`config.mk`:
```
export PLATFORM = sky130hd
export DESIGN_NAME = srx_receiver
export DESIGN_NICKNAME = d
export VERILOG_FILES = /design/src/rtl/srx_pkg.sv /design/src/rtl/srx_sync.sv /design/src/rtl/srx_mode_reg.sv /design/src/rtl/srx_tick_ctr.sv /design/src/rtl/srx_frame_fsm.sv /design/src/rtl/srx_receiver.sv
export SDC_FILE = /design/constraint.sdc
export NUM_CORES = 1
export LEC_CHECK = 0
export BUFFER_PORTS_ARGS = -buffer_cell sky130_fd_sc_hd__buf_2
export CAP_MARGIN = 20
export CORE_MARGIN = 4
export CORE_UTILIZATION = 30
export DETAILED_ROUTE_END_ITERATION = 16
export GPL_TIMING_DRIVEN = 0
export SLEW_MARGIN = 40
export SYNTH_ARGS = -nofsm -noshare
export SYNTH_HDL_FRONTEND = slang
export SYNTH_SLANG_ARGS = --single-unit
```
`constraint.sdc`:
```
create_clock -name clk -period 3.95 [get_ports clk]
set_input_delay 0.395 -clock clk [delete_from_list [all_inputs] [get_ports clk]]
set_output_delay 0.395 -clock clk [all_outputs]
set_load 0.03 [all_outputs]
```
`src/rtl/srx_pkg.sv`:
```
package srx_pkg;

  typedef enum logic [2:0] {
    S_IDLE  = 3'd0,
    S_START = 3'd1,
    S_DATA  = 3'd2,
    S_PAR   = 3'd3,
    S_STOP  = 3'd4
  } srx_state_e;

  typedef enum logic [1:0] {
    PM_NONE = 2'b00,
    PM_ZERO = 2'b01,
    PM_ODD  = 2'b10,
    PM_EVEN = 2'b11
  } pmode_e;

  // data_xor is the XOR reduction of the data bits; pbit is the received parity bit
  function automatic logic parity_fault(pmode_e m, logic data_xor, logic pbit);
    logic ones_odd;
    ones_odd = data_xor ^ pbit;
    case (m)
      PM_ODD:  parity_fault = !ones_odd;
      PM_EVEN: parity_fault = ones_odd;
      default: parity_fault = 1'b0;
    endcase
  endfunction

  function automatic logic mode_has_pbit(pmode_e m);
    mode_has_pbit = (m != PM_NONE);
  endfunction

endpackage

```
`src/rtl/srx_sync.sv`:
```
module srx_sync #(
  parameter int STAGES = 2
) (
  input  logic clk,
  input  logic rst_n,
  input  logic d,
  output logic q
);
  logic [STAGES-1:0] chain;

  always_ff @(posedge clk or negedge rst_n) begin
    if (!rst_n) chain <= '1;
    else        chain <= {chain[STAGES-2:0], d};
  end

  assign q = chain[STAGES-1];
endmodule

```
`src/rtl/srx_mode_reg.sv`:
```
module srx_mode_reg
  import srx_pkg::*;
(
  input  logic       clk,
  input  logic       rst_n,
  input  logic       wr,
  input  logic [1:0] wdata,
  input  logic       rx_en,
  input  logic       tx_en,
  output pmode_e     mode
);
  logic wr_ok;
  assign wr_ok = wr && !rx_en && !tx_en;

  always_ff @(posedge clk or negedge rst_n) begin
    if (!rst_n)     mode <= PM_NONE;
    else if (wr_ok) mode <= pmode_e'(wdata);
  end
endmodule

```
`src/rtl/srx_tick_ctr.sv`:
```
module srx_tick_ctr #(
  parameter int OSR = 16
) (
  input  logic clk,
  input  logic rst_n,
  input  logic clr,
  input  logic tick,
  output logic mid_hit,
  output logic bit_end
);
  localparam int CW = $clog2(OSR);
  localparam logic [CW-1:0] LAST = CW'(OSR - 1);
  localparam logic [CW-1:0] MID  = CW'(OSR / 2 - 1);

  logic [CW-1:0] cnt;

  always_ff @(posedge clk or negedge rst_n) begin
    if (!rst_n)    cnt <= '0;
    else if (clr)  cnt <= '0;
    else if (tick) cnt <= (cnt == LAST) ? '0 : cnt + 1'b1;
  end

  assign mid_hit = tick && (cnt == MID);
  assign bit_end = tick && (cnt == LAST);
endmodule

```
`src/rtl/srx_frame_fsm.sv`:
```
module srx_frame_fsm
  import srx_pkg::*;
#(
  parameter int DW = 8
) (
  input  logic          clk,
  input  logic          rst_n,
  input  logic          rx_en,
  input  logic          tick,
  input  logic          rxs,
  input  logic          mid_hit,
  input  logic          bit_end,
  input  pmode_e        mode,
  output logic          ctr_clr,
  output logic [DW-1:0] rx_data,
  output logic          rx_done,
  output logic          par_err,
  output logic          frm_err,
  output logic          err_irq,
  output logic          fsm_idle,
  output logic          ev_start_ok,
  output logic          ev_false_start
);
  localparam int BW = (DW > 1) ? $clog2(DW) : 1;
  localparam logic [BW-1:0] LAST_BIT = BW'(DW - 1);

  srx_state_e    state;
  logic [DW-1:0] shreg;
  logic [BW-1:0] bitn;
  logic          pbit_q;
  logic          pf;
  logic          stop_bad;

  assign fsm_idle       = (state == S_IDLE);
  assign ev_start_ok    = rx_en && (state == S_START) && mid_hit && !rxs;
  assign ev_false_start = rx_en && (state == S_START) && mid_hit && rxs;
  assign ctr_clr        = !rx_en || fsm_idle || (state == S_START && mid_hit);
  assign pf             = parity_fault(mode, ^shreg, pbit_q);
  assign stop_bad       = !rxs;

  always_ff @(posedge clk or negedge rst_n) begin
    if (!rst_n) begin
      state   <= S_IDLE;
      shreg   <= '0;
      bitn    <= '0;
      pbit_q  <= 1'b0;
      rx_data <= '0;
      rx_done <= 1'b0;
      par_err <= 1'b0;
      frm_err <= 1'b0;
      err_irq <= 1'b0;
    end else begin
      rx_done <= 1'b0;
      err_irq <= 1'b0;
      if (!rx_en) begin
        state   <= S_IDLE;
        bitn    <= '0;
        par_err <= 1'b0;
        frm_err <= 1'b0;
      end else begin
        case (state)
          S_IDLE: if (tick && !rxs) state <= S_START;
          S_START: begin
            if (ev_start_ok) begin
              state <= S_DATA;
              bitn  <= '0;
            end else if (ev_false_start) begin
              state <= S_IDLE;
            end
          end
          S_DATA: begin
            if (bit_end) begin
              shreg <= {rxs, shreg[DW-1:1]};
              bitn  <= bitn + 1'b1;
              if (bitn == LAST_BIT)
                state <= mode_has_pbit(mode) ? S_PAR : S_STOP;
            end
          end
          S_PAR: begin
            if (bit_end) begin
              pbit_q <= rxs;
              state  <= S_STOP;
            end
          end
          S_STOP: begin
            if (bit_end) begin
              rx_data <= shreg;
              rx_done <= 1'b1;
              par_err <= pf;
              frm_err <= stop_bad;
              err_irq <= pf || stop_bad;
              state   <= S_IDLE;
            end
          end
          default: state <= S_IDLE;
        endcase
      end
    end
  end
endmodule

```
`src/rtl/srx_receiver.sv`:
```
module srx_receiver
  import srx_pkg::*;
#(
  parameter int DATA_BITS   = 8,
  parameter int OSR         = 16,
  parameter int SYNC_STAGES = 2
) (
  input  logic                 clk,
  input  logic                 rst_n,
  input  logic                 baud_tick,
  input  logic                 rx_en,
  input  logic                 tx_en,
  input  logic                 pmode_wr,
  input  logic [1:0]           pmode_wdata,
  input  logic                 rxd,
  output logic [DATA_BITS-1:0] rx_data,
  output logic                 rx_done,
  output logic                 par_err,
  output logic                 frm_err,
  output logic                 err_irq
);
  pmode_e mode_q;
  logic   rxs;
  logic   ctr_clr;
  logic   mid_hit;
  logic   bit_end;
  logic   fsm_idle;
  logic   ev_start_ok;
  logic   ev_false_start;

  srx_sync #(.STAGES(SYNC_STAGES)) u_sync (
    .clk(clk), .rst_n(rst_n), .d(rxd), .q(rxs)
  );

  srx_mode_reg u_mode (
    .clk(clk), .rst_n(rst_n), .wr(pmode_wr), .wdata(pmode_wdata),
    .rx_en(rx_en), .tx_en(tx_en), .mode(mode_q)
  );

  srx_tick_ctr #(.OSR(OSR)) u_ctr (
    .clk(clk), .rst_n(rst_n), .clr(ctr_clr), .tick(baud_tick),
    .mid_hit(mid_hit), .bit_end(bit_end)
  );

  srx_frame_fsm #(.DW(DATA_BITS)) u_fsm (
    .clk(clk), .rst_n(rst_n), .rx_en(rx_en), .tick(baud_tick), .rxs(rxs),
    .mid_hit(mid_hit), .bit_end(bit_end), .mode(mode_q), .ctr_clr(ctr_clr),
    .rx_data(rx_data), .rx_done(rx_done), .par_err(par_err), .frm_err(frm_err),
    .err_irq(err_irq), .fsm_idle(fsm_idle), .ev_start_ok(ev_start_ok),
    .ev_false_start(ev_false_start)
  );
endmodule

```
Word-level counts from Yosys, hierarchy flattened

Index checks and enable logic that the tools add are counted.
W data, S select, Z words.

Bits in registers: 35
Input bits: 9
Output and inout port bits: 12
Word-level logic and storage cells: 91

Add/sub/neg operators: 2
Equality and inequality tests: 19
Muxes and demuxes: 30
Bitwise logic cells: 1
Reductions and logical operators: 27

Operator list:

| operator              | count |
|---|---|
| $mux W3               | 12 |
| $ne A3 B3 Y1 const B  | 5 |
| $pmux W3 S5           | 1 |
| $mux W1               | 12 |
| $mux W4               | 3 |
| $reduce_and A3 Y1     | 4 |
| $logic_and A1 B1 Y1   | 10 |
| $reduce_xor A8 Y1     | 1 |
| $eq A3 B2 Y1 const B  | 2 |
| $eq A3 B3 Y1 const B  | 2 |
| $pmux W3 S2           | 1 |
| $reduce_and A6 Y1     | 1 |
| $add A4 B1 Y4 const B | 1 |
| $eq A2 B2 Y1 const B  | 2 |
| $eq A4 B3 Y1 const B  | 1 |
| $eq A4 B4 Y1 const B  | 1 |
| $logic_not A1 Y1      | 4 |
| $ne A2 B1 Y1 const B  | 2 |
| $ne A4 B4 Y1 const B  | 1 |
| $reduce_bool A2 Y1    | 2 |
| $add A3 B1 Y3 const B | 1 |
| $eq A3 B1 Y1 const B  | 1 |
| $logic_not A3 Y1      | 1 |
| $logic_or A1 B1 Y1    | 3 |
| other kinds (5)       | 5 |

Longest topological paths before layout

Gate-level depths: netlist of run 1.

Depth in word-level cells: 8
Gate-level depth with buffers: 7
Mapped depth without buffers: 7

Cells and area by module

From an unflattened synthesis of run 1, not the netlist that was laid out.

Cell total of the unflattened synthesis: 140
Area total of the unflattened synthesis: 1,680.4 um^2

Modules (own cells, without submodules):

| module        | times used | cells an instance | area each (um^2) | seq. area each (um^2) |
|---|---|---|---|---|
| srx_frame_fsm | 1          | 111               | 1,327.5          | 675.6 |
| srx_tick_ctr  | 1          | 22                | 215.2            | 100.1 |
| srx_mode_reg  | 1          | 5                 | 85.1             | 50.0 |
| srx_sync      | 1          | 2                 | 52.6             | 52.6 |

Least setup slack after synthesis of run 1

OpenSTA, ideal clock, no wires.

Kind: register to register
From: reg u_ctr.cnt[0]
To: reg u_fsm.state[1]
Setup time: 125 ps
Arrival time: 1,674 ps
Data required time: 3,825 ps
Path slack: 2,151 ps
Stages on the path, launching flop included: 6
Buffers on the path: 0
Clock period less this slack: 1,799 ps
Path through: dfrtp_1 ha_1 and4b_4 a2111o_1 nand3_2 mux2_4

Word-level cells in the longest chain between the ends: 7
Elaborated cells on any way between the ends: 15
Classes of those cells: eq/ne (6); mux (3); reduce/logical (6)

Ends and longest elaborated chain:

| item                   | line                                     | text |
|---|---|---|
| start, declared        | srx_tick_ctr.sv:15                       | `logic [CW-1:0] cnt;` |
| start signal, assigned | srx_tick_ctr.sv:20                       | `else if (tick) cnt <= (cnt == LAST) ? '0 : cnt + 1'b1;` |
| $eq A4 B3 Y1           | srx_tick_ctr.sv:23                       | `assign mid_hit = tick && (cnt == MID);` |
| $logic_and A1 B1 Y1    | srx_tick_ctr.sv:23                       |  |
| $logic_and A1 B1 Y1    | srx_frame_fsm.sv:35, srx_frame_fsm.sv:36 |  |
| $logic_and A1 B1 Y1    | srx_frame_fsm.sv:35                      | `assign ev_start_ok = rx_en && (state == S_START) && mid_hit && !rxs;` |
| $mux W3                | srx_frame_fsm.sv:64                      | `if (ev_start_ok) begin` |
| $pmux W3 S5            | srx_frame_fsm.sv:61                      | `case (state)` |
| $mux W3                | srx_frame_fsm.sv:55                      | `if (!rx_en) begin` |
| end signal, assigned   | srx_frame_fsm.sv:76                      | `state <= mode_has_pbit(mode) ? S_PAR : S_STOP;` |
| end, declared          | srx_frame_fsm.sv:27                      | `srx_state_e state;` |

Several ways; a longest one is shown, not always the timed one.
A chain may end at the register's enable or synchronous reset.

Worst setup path in the final report of run 1

Same ends and word-level chain as after synthesis.

==> results of run 1 <==
## cell usage in the layout (no fill, tap or decap), types with 3 or more instances in the layout
cell / count
mux2_1: 8
dfrtp_1: 33
xnor2_1: 7
nand2_1: 7
ha_1: 3
mux2_2: 12
mux2i_1: 4
buf_2: 19
a21oi_1: 3
nand3_1: 3
inv_1: 3
buf_4: 4
nor2_1: 7
clkbuf_8: 6
## cells in the mapped netlist, types with 2 or more instances
master / number
a21oi_1: 3
a22o_1: 2
a31oi_1: 2
buf_4: 3
dfrtp_1: 33
dfstp_2: 2
ha_1: 3
inv_1: 3
mux2_1: 8
mux2_2: 12
mux2i_1: 4
nand2_1: 7
nand3_1: 3
nand4_1: 2
nor2_1: 7
nor3b_1: 2
o21ai_0: 2
xnor2_1: 7
## power by group through the flow
stage	Sequential, mW	Combinational [mW]	Clock, mW
6_report	0.380	0.0897	0.276
5_1_grt	0.381	0.101	0.306
4_1_cts	0.380	0.0908	0.289
3_5_place_dp	0.387	0.0911	0
3_3_place_gp	0.387	0.0900	0
2_1_floorplan	0.384	0.0681	0
## stage by stage
stage | setup slack [ns] | hold WS (ns) | instance area (um2)
floorplan | 2.15 | 0.0994 | 1680
global placement | 2.07 | 0.347 | 1860
detailed placement | 2.06 | 0.350 | 1860
CTS | 2.05 | 0.184 | 1960
global route | 1.93 | 0.0651 | 1960
finish | 2.05 | 0.0511 | 1960
## state kept, by name, summed over array words and instances (netlist names)
register,flops
u_fsm.frm_err,1
u_sync.chain,2
u_fsm.bitn,3
u_mode.mode,2
u_fsm.rx_done,1
u_fsm.err_irq,1
u_fsm.state,3
u_fsm.pbit_q,1
u_fsm.shreg,8
u_fsm.rx_data,8
u_fsm.par_err,1
u_ctr.cnt,4
## metal layers
layer	up-vias	routed length, um	share of wire, %	track usage [%]
met5	-	0	0	0
met4	0	53	1.7	4.01
met3	7	170	5.5	4.46
met2	22	1410	46	13.9
met1	551	1440	47	12.5
li1	525	-	-	-
## final cells by class
class	count	area (um2)	area share, %
Sequential cell	35	878	44.7
Multi-Input combinational cell	88	742	37.8
Timing Repair Buffer	19	97.6	4.97
Tap cell	70	87.6	4.46
Clock buffer	6	82.6	4.21
Buffer	6	43.8	2.23
Clock inverter	2	16.3	0.829
Inverter	4	15.0	0.765
## how the worst max path moves through the flow
| stage | endpoint | slack [ns] | startpoint | cells past startpoint |
|---|---|---|---|---|
| 2_1_floorplan | u_fsm.state[1] | 2.15 | u_ctr.cnt[0] | 5 |
| 3_3_place_gp | u_fsm.state[1] | 2.07 | u_ctr.cnt[0] | 5 |
| 3_5_place_dp | u_fsm.state[1] | 2.06 | u_ctr.cnt[0] | 5 |
| 4_1_cts | u_fsm.rx_data[1] | 2.05 | u_ctr.cnt[0] | 6 |
| 5_1_grt | u_fsm.rx_data[0] | 1.93 | u_ctr.cnt[0] | 6 |
| 6_report | u_fsm.state[1] | 2.05 | u_ctr.cnt[0] | 5 |
## logic make-up after synthesis
| family | synth area share, % |
|---|---|
| AND/OR/NAND/NOR | 12.2 |
| multiplexers | 16.7 |
| AO/OA/AOI/OAI | 7.53 |
| XOR/XNOR | 5.51 |
| flip-flops | 52.3 |
| adder cells (fa/ha/maj) | 2.24 |
| buffers and inverters | 3.50 |
==> metrics.yaml, run 1 <==
run_status:
  status: "finished clean"
power_and_ir_drop:
  p_seq_share_pct: 50.9
  peakVddDrop_v: 0.000228
  powerDensity_nw_per_um2: 380
  switchingPower_mw: 0.194
  clkPwrFrac_pct: 37.0
  comb_power_share_pct: 12.0
  fin_total_pwr_mw: 0.746
  p_leak_nw: 0.967
  swShare_pct: 26.1
  power.internal_mw: 0.551
timing:
  drv_slew: 0
  hold_viol_final: 0
  max_freq_mhz: 525
  rsz0062_at_grt: "no"
  setup_viol: 0
  fin_crit_sh_pct: 48.2
  worstMarginPinSlew_ns: 0.510
  finClkSkew_ns: 0.00402
  setup-tns-final_ns: 0
  relSlewSlack_pct: 65.6
  min_period_ns: 1.90
clock_network:
  cts.hold.buffers_added: 0
  cts_tree: "built"
  clock_path_buffers: 2
  cts_buffers: 5
  cts_root_buffer: "clkbuf_8"
  clkSlewWorstSetupHoldPaths_ns: 0.07
  cts_setup_buffers: 0
  cts_htree_levels: 2
  cts.sinks: 35
  clock_latency_ns: 0.29
  ctsResizeCount: 0
worst_setup_path:
  cp_slowest_stage_delay_ns: 0.42
  rrSetupSlack_ns: 2.05
  rr_worst_depth: 5
  cp-end-kind: "flop"
  required_ns: 4.13
  path_cells: "ha_1 > and4b_4 > a2111o_1 > nand3_2 > mux2_4"
  cp_slowest_cell: "dfrtp_1"
  path_buf_inv: 0
  worst-setup-path-type: "reg2reg"
  critical-path-top-delay-family: "flip-flops"
  crit_arrival_ns: 2.08
  r2r_start: "u_ctr.cnt[0]"
  path_max_fanout: 6
  reg2reg_to: "u_fsm.state[1]"
  worstSetupStartpointType: "flop"
yosys:
  synthFlopType: "dfrtp_1"
  synth-async-reset-ratio_pct: 100
  netlist_area_um2: 1680
  synth_area_leaders: "dfrtp_1 (49%), mux2_2 (8.0%), mux2_1 (5.4%)"
  synth_edf_count: 0
  synth_nets: 145
  synthDistinctLibCells: 46
  synth-seq-cells: 35
  synth_top_area_share_pct: 49.2
  yosys_warnings: 0
  synthCells: 133
  syn_area_per_cell_um2: 12.6
  synth-seq-area-share_pct: 52.3
  yosysTopAreaCell: "dfrtp_1"
layout:
  nFillCells: 538
  fin_cells: 230
  drive_above_1_share_pct: 35.0
  diodes: 0
  finalNetCount: 171
  synthToLayoutAreaGrowth_pct: 16.9
  final_core_util_pct: 37.3
drt:
  ant_nets: 0
  wl_per_cell_um: 13.3
  drc: 0
  vias: 1105
  viasPerCell: 4.80
  drt_iter0_markers: 48
  drtPass1Iterations: 4
  wl_um: 3070
placement:
  place_congestion: 0.800
  placedCellCount: 222
  numPortBuffers: 19
  place_hpwl_um: 2130
floorplan:
  die_w_um: 82.8
  core_um2: 5270
  die_y_um: 82.8
  io_pins: 21
  initial_core_util_pct: 31.9
  num_rows: 26
  dieArea_um2: 6860
global_route:
  grtUsageTotal_pct: 9.69
  grt_max_degree: 36
  antenna_found_initial: 0
  grt_overflow_total: 0
  first_global_vias: 1110
  grt_pass1_wl_um: 5330
flow_run:
  cap_violations: 0
hold_path:
  hold_class: "in2async"
No activity file was read; power rests on OpenSTA's default activity.
==> run 2: changes to the inputs <==
Clock period 3.95 ns to 1.8 ns, I/O delays scaled along.
==> metrics.yaml, run 2 (synthesized netlist as in run 1, its figures left out) <==
clock_network:
  clkSlewWorstSetupHoldPaths_ns: 0.07  # about the same
  cts_buffers: 5  # unchanged
  cts_htree_levels: 2  # unchanged
  cts_tree: "built"
  cts.sinks: 35  # unchanged
  cts_root_buffer: "clkbuf_8"
  clock_latency_ns: 0.29  # about the same
  clock_path_buffers: 2  # unchanged
worst_setup_path:
  rrSetupSlack_ns: 0.06  # -1.99 ns
  path_max_fanout: 6  # unchanged
  path_buf_inv: 0  # unchanged
  reg2reg_to: "u_fsm.state[1]"
  path_cells: "ha_4 > and4b_4 > a2111o_1 > nand3_4 > mux2_4"
  worstSetupStartpointType: "flop"
  crit_arrival_ns: 1.92  # -0.16 ns
  r2r_start: "u_ctr.cnt[0]"
  required_ns: 1.98  # -2.15 ns
  worst-setup-path-type: "reg2reg"
  critical-path-top-delay-family: "flip-flops"
  cp_slowest_cell: "dfrtp_1"
  cp_slowest_stage_delay_ns: 0.42  # about the same
  rr_worst_depth: 5  # unchanged
  cp-end-kind: "flop"
hold_path:
  worstHoldEndpoint: "u_mode.mode[1]"
  hold_class: "in2reg"
  worstHoldStart: "pmode_wdata[1]"
  hold_depth: 2
power_and_ir_drop:
  peakVddDrop_v: 0.000503  # +120%
  powerDensity_nw_per_um2: 812  # +110%
  p_leak_nw: 0.998  # +3.2%
  fin_total_pwr_mw: 1.66  # +120%
timing:
  fin_crit_sh_pct: 96.9  # +49 points
  finClkSkew_ns: 0.00500  # +0.000978 ns
  hold_viol_final: 0  # unchanged
  max_freq_mhz: 573  # +9.1%
  setup-tns-final_ns: 0  # unchanged
  drv_slew: 0  # unchanged
  rsz0062_at_grt: "no"
  whs_ns: 0.123  # +0.0720 ns
  relSlewSlack_pct: 69.8  # +4.2 points
  min_period_ns: 1.74  # -0.158 ns
  setup_viol: 0  # unchanged
  worstMarginPinSlew_ns: 0.453  # -0.0575 ns
  worst_slack_ns: 0.0551  # -1.99 ns
layout:
  biggestRegsByFlops: "u_fsm.rx_data x8, u_fsm.shreg x8, u_ctr.cnt x4"
  synthToLayoutAreaGrowth_pct: 21.7
  diodes: 0  # unchanged
  drive_above_1_share_pct: 37.3  # +2.3 points
  finalNetCount: 177  # +3.5%
  mostFrequentLayoutCell: "dfrtp_1"
  stdcell_area_um2: 2040  # +4.1%
  mostFrequentLayoutCells: "dfrtp_1 (33), buf_2 (19), mux2_2 (12)"
placement:
  place_hpwl_um: 2130  # unchanged
  place_congestion: 0.800  # unchanged
  pre_cts_ws_ns: -0.0946  # -2.15 ns
  numPortBuffers: 19  # unchanged
  post_dp_cell_area_um2: 1860  # unchanged
floorplan:
  dieArea_um2: 6860  # unchanged
  die_y_um: 82.8  # unchanged
  die_w_um: 82.8  # unchanged
  io_pins: 21  # unchanged
  num_rows: 26  # unchanged
  initial_core_util_pct: 31.9  # unchanged
  core_um2: 5270  # unchanged
flow_run:
  cap_violations: 0  # unchanged
drt:
  drc: 0  # unchanged
  vias: 1109  # +0.36%
  wl_um: 3200  # +4.5%
  drtPass1Iterations: 4  # unchanged
  drt_iter0_markers: 38  # -21%
  viasPerCell: 4.70  # -2.2%
  wl_per_cell_um: 13.6  # +1.8%
  ant_nets: 0  # unchanged
global_route:
  grt_max_degree: 36  # unchanged
  grtUsageTotal_pct: 9.84  # +0.15 points
  grt_pass1_wl_um: 5410  # +1.6%
  grt_overflow_total: 0  # unchanged
  antenna_found_initial: 0  # unchanged
  first_global_vias: 1131  # +1.9%
run_status:
  status: "finished clean"
-- run 2: changes by cell type in the layout (fill, tap and decap cells not counted), sizes merged --
| cell | change |
|---|---|
| buf | +3 |
| clkinv | +1 |
| dlygate4sd3 | +2 |
-- run 2: layout make-up --
cell class                 count  area (um2)
fill                         528        3230
sequential                    35         878
multi-input combinational     88         764
timing repair buffer          24         140
tap                           70        87.6
clock buffer                   6        82.6
buffer                         6        47.5
inverter                       4        20.0
clock inverter                 2        16.3
timing repair inverter         1        6.26
-- run 2: layer usage --
metal	part of all wire, %	up-vias	global-route usage [%]	wire length [um]
met2	45	16	14.1	1430
met1	49	548	12.8	1580
met5	0	-	0	0
li1	-	538	-	-
met4	1.7	0	4.01	53
met3	4.6	7	4.46	146
-- run 2: worst reg2reg max path: stages (launching register included) --
cell	delay, ns
dfrtp_1	0.42
ha_4	0.20
and4b_4	0.22
a2111o_1	0.40
nand3_4	0.10
mux2_4	0.30
-- run 2: what timing repair did --
action	in CTS	in global routing
gates resized for setup	2	7
cloned	0	1
buffers inserted	2	1
hold endpoints to repair	34	0
hold buffers	2	0
setup endpoints to repair	16	17
pin swaps	0	1
-- run 2: worst max path at each step --
stage | startpoint | endpoint | slack [ns] | depth (start not counted)
after floorplan | u_ctr.cnt[0] | u_fsm.state[1] | 0.0007 | 5
after global placement | u_ctr.cnt[0] | u_fsm.state[1] | -0.08 | 5
after detailed placement | u_ctr.cnt[0] | u_fsm.state[1] | -0.09 | 5
after CTS | u_ctr.cnt[0] | u_fsm.state[1] | 0.03 | 5
after global routing | u_ctr.cnt[0] | u_fsm.state[1] | 0.003 | 5
final | u_ctr.cnt[0] | u_fsm.state[1] | 0.06 | 5
-- run 2: power breakdown --
group | switching (mW) | internal [mW] | leakage [nW]
Clock | 0.295 | 0.312 | 0.0474
Combinational | 0.120 | 0.0983 | 0.474
Sequential | 0.0203 | 0.813 | 0.476
-- run 2: metrics by stage --
stage	utilization, %	instances
after detailed placement	35.3	222
after global routing	38.8	236
after global placement	35.3	222
after floorplan	-	133
after CTS	38.0	234
final	38.8	236
